File: src/rtl/rxaf_pkg.sv
package rxaf_pkg;

  localparam int unsigned ADDR_BYTES = 6;
  localparam int unsigned ADDR_W     = 8 * ADDR_BYTES;
  localparam int unsigned CRC_W      = 32;
  localparam logic [CRC_W-1:0] CRC_POLY = 32'h04C1_1DB7;
  localparam int unsigned HASH_W     = 6;
  localparam int unsigned TBL_WORD_W = 32;

  typedef struct packed {
    logic promisc;
    logic addr_filter;
    logic ucast_check;
    logic mcast_accept;
    logic bcast_accept;
    logic hash_enable;
  } rxaf_cfg_t;

  typedef enum logic [1:0] {
    CLS_UNICAST   = 2'd0,
    CLS_MULTICAST = 2'd1,
    CLS_BROADCAST = 2'd2
  } rxaf_class_e;

  // One byte through the MSB-shifting CRC, data bits taken LSB first.
  function automatic logic [CRC_W-1:0] crc_step_byte(input logic [CRC_W-1:0] crc_in,
                                                     input logic [7:0] data);
    logic [CRC_W-1:0] c;
    logic fb;
    c = crc_in;
    for (int k = 0; k < 8; k++) begin
      fb = c[CRC_W-1] ^ data[k];
      c  = {c[CRC_W-2:0], 1'b0};
      if (fb) c = c ^ CRC_POLY;
    end
    return c;
  endfunction

endpackage

File: src/rtl/rxaf_capture.sv
module rxaf_capture
  import rxaf_pkg::*;
#(
  parameter int unsigned NBYTES = ADDR_BYTES
) (
  input  logic                  clk,
  input  logic                  rst_n,
  input  logic                  in_valid,
  input  logic                  in_first,
  input  logic [7:0]            in_byte,
  output logic                  byte_take,
  output logic                  byte_restart,
  output logic [8*NBYTES-1:0]   addr_flat,
  output logic                  done
);

  localparam int unsigned CNT_W = $clog2(NBYTES);
  localparam logic [CNT_W-1:0] LAST_IDX = CNT_W'(NBYTES - 1);

  logic [CNT_W-1:0] cnt_q, cnt_d;
  logic             active_q, active_d;
  logic             done_q, done_d;
  logic             last_byte;
  logic [CNT_W-1:0] slot;

  assign byte_restart = in_valid & in_first;
  assign byte_take    = in_valid & (in_first | active_q);
  assign last_byte    = in_valid & ~in_first & active_q & (cnt_q == LAST_IDX);
  assign slot         = in_first ? '0 : cnt_q;

  always_comb begin
    cnt_d    = cnt_q;
    active_d = active_q;
    done_d   = last_byte;
    if (byte_restart) begin
      cnt_d    = CNT_W'(1);
      active_d = 1'b1;
    end else if (in_valid && active_q) begin
      if (last_byte) begin
        cnt_d    = '0;
        active_d = 1'b0;
      end else begin
        cnt_d = cnt_q + CNT_W'(1);
      end
    end
  end

  always_ff @(posedge clk or negedge rst_n) begin
    if (!rst_n) begin
      cnt_q    <= '0;
      active_q <= 1'b0;
      done_q   <= 1'b0;
    end else begin
      cnt_q    <= cnt_d;
      active_q <= active_d;
      done_q   <= done_d;
    end
  end

  // One storage byte per address position, byte 0 in the top bits.
  for (genvar i = 0; i < NBYTES; i++) begin : g_slot
    logic [7:0] byte_q;
    logic       wr_en;
    assign wr_en = byte_take & (slot == CNT_W'(i));
    always_ff @(posedge clk or negedge rst_n) begin
      if (!rst_n)     byte_q <= '0;
      else if (wr_en) byte_q <= in_byte;
    end
    assign addr_flat[8*(NBYTES-i)-1 -: 8] = byte_q;
  end

  assign done = done_q;

  // while collecting, the stored count stays between 1 and the last index
  p_cnt_range_r1: assert property (@(posedge clk) disable iff (!rst_n)
    active_q |-> (cnt_q != '0 && cnt_q <= LAST_IDX));

  // a decision strobe never lasts two cycles
  p_done_single_r2: assert property (@(posedge clk) disable iff (!rst_n)
    done_q |=> !done_q);

  // collection has closed by the time the strobe shows
  p_done_idle_r2: assert property (@(posedge clk) disable iff (!rst_n)
    done_q |-> !active_q);

  // a stray byte outside an address leaves the collector idle
  p_stray_ignored_r3: assert property (@(posedge clk) disable iff (!rst_n)
    (!active_q && in_valid && !in_first) |=> !active_q && !done_q);

endmodule

File: src/rtl/rxaf_crc.sv
module rxaf_crc
  import rxaf_pkg::*;
(
  input  logic              clk,
  input  logic              rst_n,
  input  logic              step_en,
  input  logic              restart,
  input  logic [7:0]        data,
  output logic [HASH_W-1:0] hash_idx
);

  logic [CRC_W-1:0] crc_q, crc_d, crc_base;

  assign crc_base = restart ? '1 : crc_q;

  always_comb begin
    crc_d = crc_q;
    if (step_en) crc_d = crc_step_byte(crc_base, data);
  end

  always_ff @(posedge clk or negedge rst_n) begin
    if (!rst_n) crc_q <= '1;
    else        crc_q <= crc_d;
  end

  assign hash_idx = crc_q[CRC_W-1 -: HASH_W];

  // a restarted address always seeds the CRC afresh
  p_seed_r7: assert property (@(posedge clk) disable iff (!rst_n)
    (step_en && restart) |=> (crc_q == crc_step_byte('1, $past(data))));

  // without a byte the CRC holds
  p_hold_r7: assert property (@(posedge clk) disable iff (!rst_n)
    !step_en |=> $stable(crc_q));

endmodule

File: src/rtl/rxaf_decide.sv
module rxaf_decide
  import rxaf_pkg::*;
#(
  parameter int unsigned NBYTES = ADDR_BYTES,
  parameter int unsigned HW     = HASH_W,
  parameter int unsigned WORD_W = TBL_WORD_W
) (
  input  logic                  clk,
  input  logic                  rst_n,
  input  logic                  eval,
  input  logic [8*NBYTES-1:0]   addr,
  input  logic [HW-1:0]         hash_idx,
  input  rxaf_cfg_t             cfg,
  input  logic [8*NBYTES-1:0]   station,
  input  logic [2*WORD_W-1:0]   table_bits,
  output logic                  accept
);

  localparam int unsigned SEL_W   = $clog2(WORD_W);
  localparam int unsigned N_WORDS = (1 << HW) / WORD_W;

  rxaf_class_e    cls;
  logic           station_hit;
  logic           bin_set;
  logic [WORD_W-1:0] word_pick;
  logic [WORD_W-1:0] words [N_WORDS];

  for (genvar w = 0; w < N_WORDS; w++) begin : g_word
    assign words[w] = table_bits[w*WORD_W +: WORD_W];
  end

  if (N_WORDS > 1) begin : g_multi
    assign word_pick = words[hash_idx[HW-1:SEL_W]];
  end else begin : g_single
    assign word_pick = words[0];
  end

  assign bin_set     = word_pick[hash_idx[SEL_W-1:0]];
  assign station_hit = (addr == station);

  always_comb begin
    if (&addr)                   cls = CLS_BROADCAST;
    else if (addr[8*NBYTES-8])   cls = CLS_MULTICAST;
    else                         cls = CLS_UNICAST;
  end

  always_comb begin
    accept = 1'b0;
    if (cfg.promisc || !cfg.addr_filter) begin
      accept = 1'b1;
    end else begin
      unique case (cls)
        CLS_BROADCAST: accept = cfg.bcast_accept;
        CLS_MULTICAST: accept = cfg.mcast_accept & (~cfg.hash_enable | bin_set);
        CLS_UNICAST:   accept = cfg.ucast_check & station_hit;
        default:       accept = 1'b0;
      endcase
    end
  end

  // broadcast is dropped when its enable is off and filtering applies
  p_bcast_block_r6: assert property (@(posedge clk) disable iff (!rst_n)
    (eval && !cfg.promisc && cfg.addr_filter && (&addr) && !cfg.bcast_accept) |-> !accept);

  // multicast is dropped when its enable is off
  p_mcast_block_r8: assert property (@(posedge clk) disable iff (!rst_n)
    (eval && !cfg.promisc && cfg.addr_filter && cls == CLS_MULTICAST && !cfg.mcast_accept)
      |-> !accept);

endmodule

File: src/rtl/rxaf_filter.sv
module rxaf_filter
  import rxaf_pkg::*;
(
  input  logic        clk,
  input  logic        rst_n,
  input  logic        da_valid,
  input  logic        da_first,
  input  logic [7:0]  da_byte,
  input  logic        cfg_promisc,
  input  logic        cfg_addr_filter,
  input  logic        cfg_ucast_check,
  input  logic        cfg_mcast_accept,
  input  logic        cfg_bcast_accept,
  input  logic        cfg_hash_enable,
  input  logic [23:0] station_hi,
  input  logic [23:0] station_lo,
  input  logic [31:0] hash_tbl_lo,
  input  logic [31:0] hash_tbl_hi,
  output logic        dec_valid,
  output logic        dec_accept
);

  logic              take, restart, done;
  logic [ADDR_W-1:0] addr;
  logic [HASH_W-1:0] idx;
  logic              raw_accept;
  rxaf_cfg_t         cfg;

  assign cfg = '{promisc:      cfg_promisc,
                 addr_filter:  cfg_addr_filter,
                 ucast_check:  cfg_ucast_check,
                 mcast_accept: cfg_mcast_accept,
                 bcast_accept: cfg_bcast_accept,
                 hash_enable:  cfg_hash_enable};

  rxaf_capture #(.NBYTES(ADDR_BYTES)) capture_i (
    .clk          (clk),
    .rst_n        (rst_n),
    .in_valid     (da_valid),
    .in_first     (da_first),
    .in_byte      (da_byte),
    .byte_take    (take),
    .byte_restart (restart),
    .addr_flat    (addr),
    .done         (done)
  );

  rxaf_crc crc_i (
    .clk      (clk),
    .rst_n    (rst_n),
    .step_en  (take),
    .restart  (restart),
    .data     (da_byte),
    .hash_idx (idx)
  );

  rxaf_decide #(.NBYTES(ADDR_BYTES), .HW(HASH_W), .WORD_W(TBL_WORD_W)) decide_i (
    .clk        (clk),
    .rst_n      (rst_n),
    .eval       (done),
    .addr       (addr),
    .hash_idx   (idx),
    .cfg        (cfg),
    .station    ({station_hi, station_lo}),
    .table_bits ({hash_tbl_hi, hash_tbl_lo}),
    .accept     (raw_accept)
  );

  assign dec_valid  = done;
  assign dec_accept = done & raw_accept;

  // no accept without a strobe
  p_accept_gated_r2: assert property (@(posedge clk) disable iff (!rst_n)
    !dec_valid |-> !dec_accept);

  // promiscuous mode never rejects
  p_promisc_r4: assert property (@(posedge clk) disable iff (!rst_n)
    (dec_valid && cfg_promisc) |-> dec_accept);

  // filtering off never rejects
  p_nofilter_r5: assert property (@(posedge clk) disable iff (!rst_n)
    (dec_valid && !cfg_addr_filter) |-> dec_accept);

  // an accepted unicast frame under filtering matched the station
  p_ucast_match_r9: assert property (@(posedge clk) disable iff (!rst_n)
    (dec_valid && dec_accept && !cfg_promisc && cfg_addr_filter && !addr[ADDR_W-8])
      |-> (addr == {station_hi, station_lo}));

endmodule

File: config.mk
export PLATFORM = sky130hd
export DESIGN_NAME = rxaf_filter
export DESIGN_NICKNAME = d
export VERILOG_FILES = /design/src/rtl/rxaf_pkg.sv /design/src/rtl/rxaf_capture.sv /design/src/rtl/rxaf_crc.sv /design/src/rtl/rxaf_decide.sv /design/src/rtl/rxaf_filter.sv
export SDC_FILE = /design/constraint.sdc
export NUM_CORES = 1
export LEC_CHECK = 0
export ABC_CLOCK_PERIOD_IN_PS = 5450
export CORE_MARGIN = 3
export CORE_UTILIZATION = 49
export DETAILED_ROUTE_END_ITERATION = 12
export PLACE_DENSITY_LB_ADDON = 0.2
export REMOVE_ABC_BUFFERS = 1
export SLEW_MARGIN = 20
export SYNTH_ARGS = -nofsm -noshare
export SYNTH_HDL_FRONTEND = slang
export SYNTH_SLANG_ARGS = --single-unit
export TNS_END_PERCENT = 20
File: constraint.sdc
create_clock -name clk -period 5.45 [get_ports clk]
set_input_delay 1.3625 -clock clk [delete_from_list [all_inputs] [get_ports clk]]
set_output_delay 1.3625 -clock clk [all_outputs]
set_load 0.1 [all_outputs]
## Word-level counts from Yosys, hierarchy flattened

Cells that the tools add are included.

| word-level totals | value |
|---|---|
| bits in registers | 85 |
| output and inout bits | 2 |
| input bits | 130 |

| cells by class | value |
|---|---|
| add/sub/neg operators | 1 |
| reductions and logical operators | 9 |
| muxes and demuxes | 32 |
| bitwise logic cells | 35 |
| magnitude comparators | 2 |
| equal/unequal tests | 9 |

Operator list:

| cell | count |
|---|---|
| two-way mux 32 bit | 11 |
| two-way mux 27 bit | 8 |
| NOT 14 bit | 8 |
| == test 48 bit | 1 |
| AND reduction 48 bit | 1 |
| AND 1 bit | 14 |
| two-way mux 3 bit | 4 |
| == test 3 bit, second input constant | 3 |
| bitwise XOR 1 bit | 8 |
| == test 3 x 2 -> 1 bit, second input constant | 2 |
| less-than comparator 5 x 6 -> 1 bit, second input constant | 1 |
| two-way mux 1 bit | 6 |
| binary-select mux 1 bit (select 5 bit) | 1 |
| nonzero test 2 bit | 2 |
| adder 3 x 1 -> 3 bit, second input constant | 1 |
| == test 3 x 1 -> 1 bit, second input constant | 1 |
| logical NOT 3 bit | 1 |
| one-hot mux 1 bit (3 select lines) | 1 |
| == test 2 x 1 -> 1 bit, second input constant | 1 |
| == test 2 bit, second input constant | 1 |
| >= comparator 2 bit, second input constant | 1 |
| logical NOT 2 bit | 1 |
| two-way mux 2 bit | 1 |
| NOT 1 bit | 2 |
| other kinds (6) | 7 |

## Depth between registers and ports, before layout

| logic depth | value |
|---|---|
| depth in word-level cells | 25 |
| depth in mapped cells | 8 |
| mapped depth without buffers | 6 |

## Hierarchy

Synthesis repeated with hierarchy kept, for this count alone.

| unflattened totals | value |
|---|---|
| cell total of the unflattened synthesis | 490 |
| area total of the unflattened synthesis | 5602.9 sq um |

By module, submodules not included:

| module | instances | cells an instance | sequential area each (sq um) | area an instance (sq um) |
|---|---|---|---|---|
| rxaf_crc | 1 | 218 | 840.8 | 2202.1 |
| rxaf_capture | 1 | 134 | 1326.3 | 2119.5 |
| rxaf_decide | 1 | 137 | 0.0 | 1275.0 |
| rxaf_filter | 1 | 1 | 0.0 | 6.3 |

## Worst setup path after synthesis

Ideal clock, no wire load.

| path | value |
|---|---|
| path type | input to output |
| start point | input port hash_tbl_lo[21] |
| end point | output port dec_accept |
| cell stages on the path | 6 |
| data required time | 4.088 ns |
| data arrival time | 4.289 ns |
| setup slack | -0.202 ns |
| path through | mux4_2 > a2bb2oi_1 > nand4_1 > a31oi_1 > nor3_1 > o31ai_1 |

| between the ends | value |
|---|---|
| longest elaborated chain between the ends | 10 |

Ends and longest elaborated chain:

| what | RTL line | RTL |
|---|---|---|
| start: declaration | rxaf_filter.sv:17 | `input logic [31:0] hash_tbl_lo,` |
| two-way mux 32 bit (implied by the code) (3 in series) | rxaf_decide.sv:33 | `assign word_pick = words[hash_idx[HW-1:SEL_W]];` |
| binary-select mux 1 bit (select 5 bit) | rxaf_decide.sv:38 | `assign bin_set = word_pick[hash_idx[SEL_W-1:0]];` |
| two-way mux 1 bit (implied by the code) | rxaf_decide.sv:38 |  |
| OR 1 bit | rxaf_decide.sv:54 | `CLS_MULTICAST: accept = cfg.mcast_accept & (~cfg.hash_enable \| bin_set);` |
| AND 1 bit | rxaf_decide.sv:54 |  |
| one-hot mux 1 bit (3 select lines) | rxaf_decide.sv:52 | `unique case (cls)` |
| two-way mux 1 bit | rxaf_decide.sv:49 | `if (cfg.promisc \|\| !cfg.addr_filter) begin` |
| AND 1 bit | rxaf_filter.sv:70 | `assign dec_accept = done & raw_accept;` |
| end: declaration | rxaf_filter.sv:20 | `output logic dec_accept` |

Every way passes these cells. The select of a mux whose other input is x is not followed.

## Worst setup path after layout

| path | value |
|---|---|
| start point | input port hash_tbl_lo[11] |
| end point | output port dec_accept |

Same word-level chain as after synthesis.

==> flow_summary.yaml <==
setup_path:
  r2r_slack_ns: 2.55
  startpoint_type: "input port"
  critPathMaxFanout: 1
  cp.required_ns: 4.09
  worstSetupEndpointType: "output port"
  startpoint: "hash_tbl_lo[11]"
  timing.rr.end: "crc_i.crc_q[13]"
  rr_worst_depth: 6
  regToRegStartpoint: "crc_i.crc_q[31]"
  worstSetupPathType: "in2out"
  arrival_ns: 3.47
floorplan:
  core_area_um2: 11600
  placementRows: 39
  initial_utilization_pct: 50.9
  ios: 132
  dieArea_um2: 13400
  die_h_um: 116
  dieWidth_um: 116
cells_and_area:
  final_area_um2: 7510
  drive_gt1_share_pct: 17.8
  nFillCells: 958
  final_net_count: 813
  diodes: 0
  seq_area_um2: 2170
  multi_input_area_um2: 3500
  syn2layout_area_growth_pct: 27.7
clocking:
  cts.path.max_buffers: 2
  path_clk_slew_ns: 0.06
  cts_buffers: 9
  h-tree-depth: 3
  cts_root_buf: "clkbuf_16"
  cts_setup_buffers: 0
  cts-resized-gates: 0
  cts_tree: "built"
  cts.sinks: 85
  insertion_delay_ns: 0.34
  hold_buffers: 0
logic_synthesis:
  ys_warn_count: 0
  synthAdderAreaFrac_pct: 0.425
  synth_cells: 571
  ys_ff_latch: 85
  synth_cell_types: 62
  yosys-top-cells-area: "dfrtp_1 23%, dfstp_2 14%, xnor2_1 13%"
  synth-main-ff-cell: "dfrtp_1"
  yosysTopAreaCell: "dfrtp_1"
  synth_seq_area_share_pct: 36.8
  synthMuxAreaShare_pct: 15.6
  async_flop_share_pct: 100
  synth_area_um2: 5880
  yosysTopAreaCellShare_pct: 22.5
  synthSimpleGateAreaFrac_pct: 13.3
  synthXorXnorAreaFrac_pct: 18.7
  synth_most_common_cell: "xnor2_1"
  synth_edf_count: 0
  synth_compound_area_share_pct: 11.5
  synth_common_cells: "87 x xnor2_1, 53 x dfrtp_1, 42 x mux2_2"
  synth_top_family_by_area: "XOR/XNOR gates"
  avgSynthCellArea_um2: 10.3
detailed_routing:
  drt_iter0_markers: 328
  drtPass1Iterations: 5
  drtAntennaViolNets: 0
  wl_per_cell_um: 20.3
  routed_wl_um: 16800
  drcViolationCount: 0
  num_vias: 4945
  viasPerCell: 5.97
power_and_ir_drop:
  p_int_mw: 2.49
  power.density_nw_per_um2: 547
  pwr-share-comb_pct: 50.9
  p_leak_nw: 2.90
  swShare_pct: 39.4
  clkPwrFrac_pct: 14.4
  p_seq_share_pct: 34.7
  switchingPower_mw: 1.62
  max-vdd-ir-drop_mv: 0.356
  power_mw: 4.11
min_path:
  hold_class: "reg2reg"
  worst_hold_path.endpoint: "crc_i.crc_q[6]"
  worstHoldPathCells: 2
  worstHoldStart: "crc_i.crc_q[6]"
place:
  io_buffers: 131
  pre_cts_ws_ns: 0.587
  hpwl_um: 12500
  place.gp.congestion: 0.892
  dpl-instance-area_um2: 7220
global_routing:
  antenna_found_initial: 0
  globalRoute.totalOverflow: 0
  grt_max_degree: 86
  grt_pass1_vias: 5079
  grt_use_total_pct: 25.9
  grt_pass1_wl_um: 27000
sta:
  relSlewSlack_pct: 35.6
  worst_pin_slew_ns: 0.962
  hold_viol_final: 0
  drv_slew: 0
  rsz0062_at_grt: "false"
  period_minus_slack_ns: 4.84
  max_freq_ghz: 0.207
  setup-tns-final_ns: 0
  post-route-period-util_pct: 88.7
  skew_ns: 0.00933
  worst_slack_ns: 0.614
  setup_violations: 0
job:
  maxCapViolations: 0
run_status:
  status: "complete, no violations"
worst max path at each step:
stage | end | depth (start not counted)
after global routing | dec_accept | 8
after CTS | dec_accept | 8
after global placement | dec_accept | 8
after detailed placement | dec_accept | 8
after floorplan | dec_accept | 6
final | dec_accept | 8
final cells by class:
class                   instances  share of cell area, %
clock buffers                   9                   3.00
clock inverters                 7                  0.816
inverters                       6                  0.300
multi-input cells             442                   46.6
flip-flops and latches         85                   28.8
well taps                     143                   2.38
repair buffers                137                   18.0
power groups by stage:
stage                     Clock (mW)  Sequential [mW]  Combinational, mW
after CTS                      0.602             1.42               2.09
final                          0.592             1.42               2.09
after detailed placement           0             1.43               2.07
after global placement             0             1.41               2.01
after floorplan                    0             1.30               1.64
after global routing           0.631             1.48               2.29
layout by cell type (no fill, tap or decap), types with 14 or more instances in the layout:
cell type and count:
a21oi_1 26, o21ai_0 30, dfstp_2 32, mux2_2 42, mux4_2 14, xor2_1 14, clkdlybuf4s50_1 129, nand4_1 26
dfrtp_1 53, xnor2_1 87, nand2_1 39, nor2_1 33
per-layer routing:
metal  routed length (um)  track usage, %  vias up  part of all wire (%)
li1                     -               -     2301                     -
met1                 7230            36.1     2439                    43
met2                 8030            41.8      183                    48
met3                 1290            3.81       22                   7.7
met4                  256            8.37        0                   1.5
met5                    0               0        -                     0
worst max-delay path, cell delays in order:
cell	delay, ns
clkdlybuf4s50_1	0.41
mux4_2	0.48
mux2i_1	0.15
mux2i_1	0.09
o2111a_1	0.23
nor3_1	0.37
o31ai_1	0.12
buf_4	0.25
kinds of logic (layout without fill, tap and decap cells):
kind of cell,after synthesis,after routing
xor+xnor,111,111
flops,85,85
fa+ha+maj,2,2
buf+inv,44,159
mux,69,69
simple gates,152,152
compound gates,108,108
registers in the layout, summed over array words and instances, names as in the netlist:
signal / count
capture_i.cnt_q: 3
capture_i.done: 1
capture_i.g_slot.byte_q: 48
crc_i.crc_q: 32
capture_i.active_q: 1
per-stage QoR:
step | cells | hold WS [ns] | utilization (%)
2_1_floorplan | 533 | 0.462 | -
3_3_place_gp | 813 | 0.473 | 62.4
3_5_place_dp | 813 | 0.482 | 62.4
4_1_cts | 829 | 0.497 | 64.9
5_1_grt | 829 | 0.525 | 65.0
6_report | 829 | 0.491 | 65.0
Power figures use the tool's default switching activity.
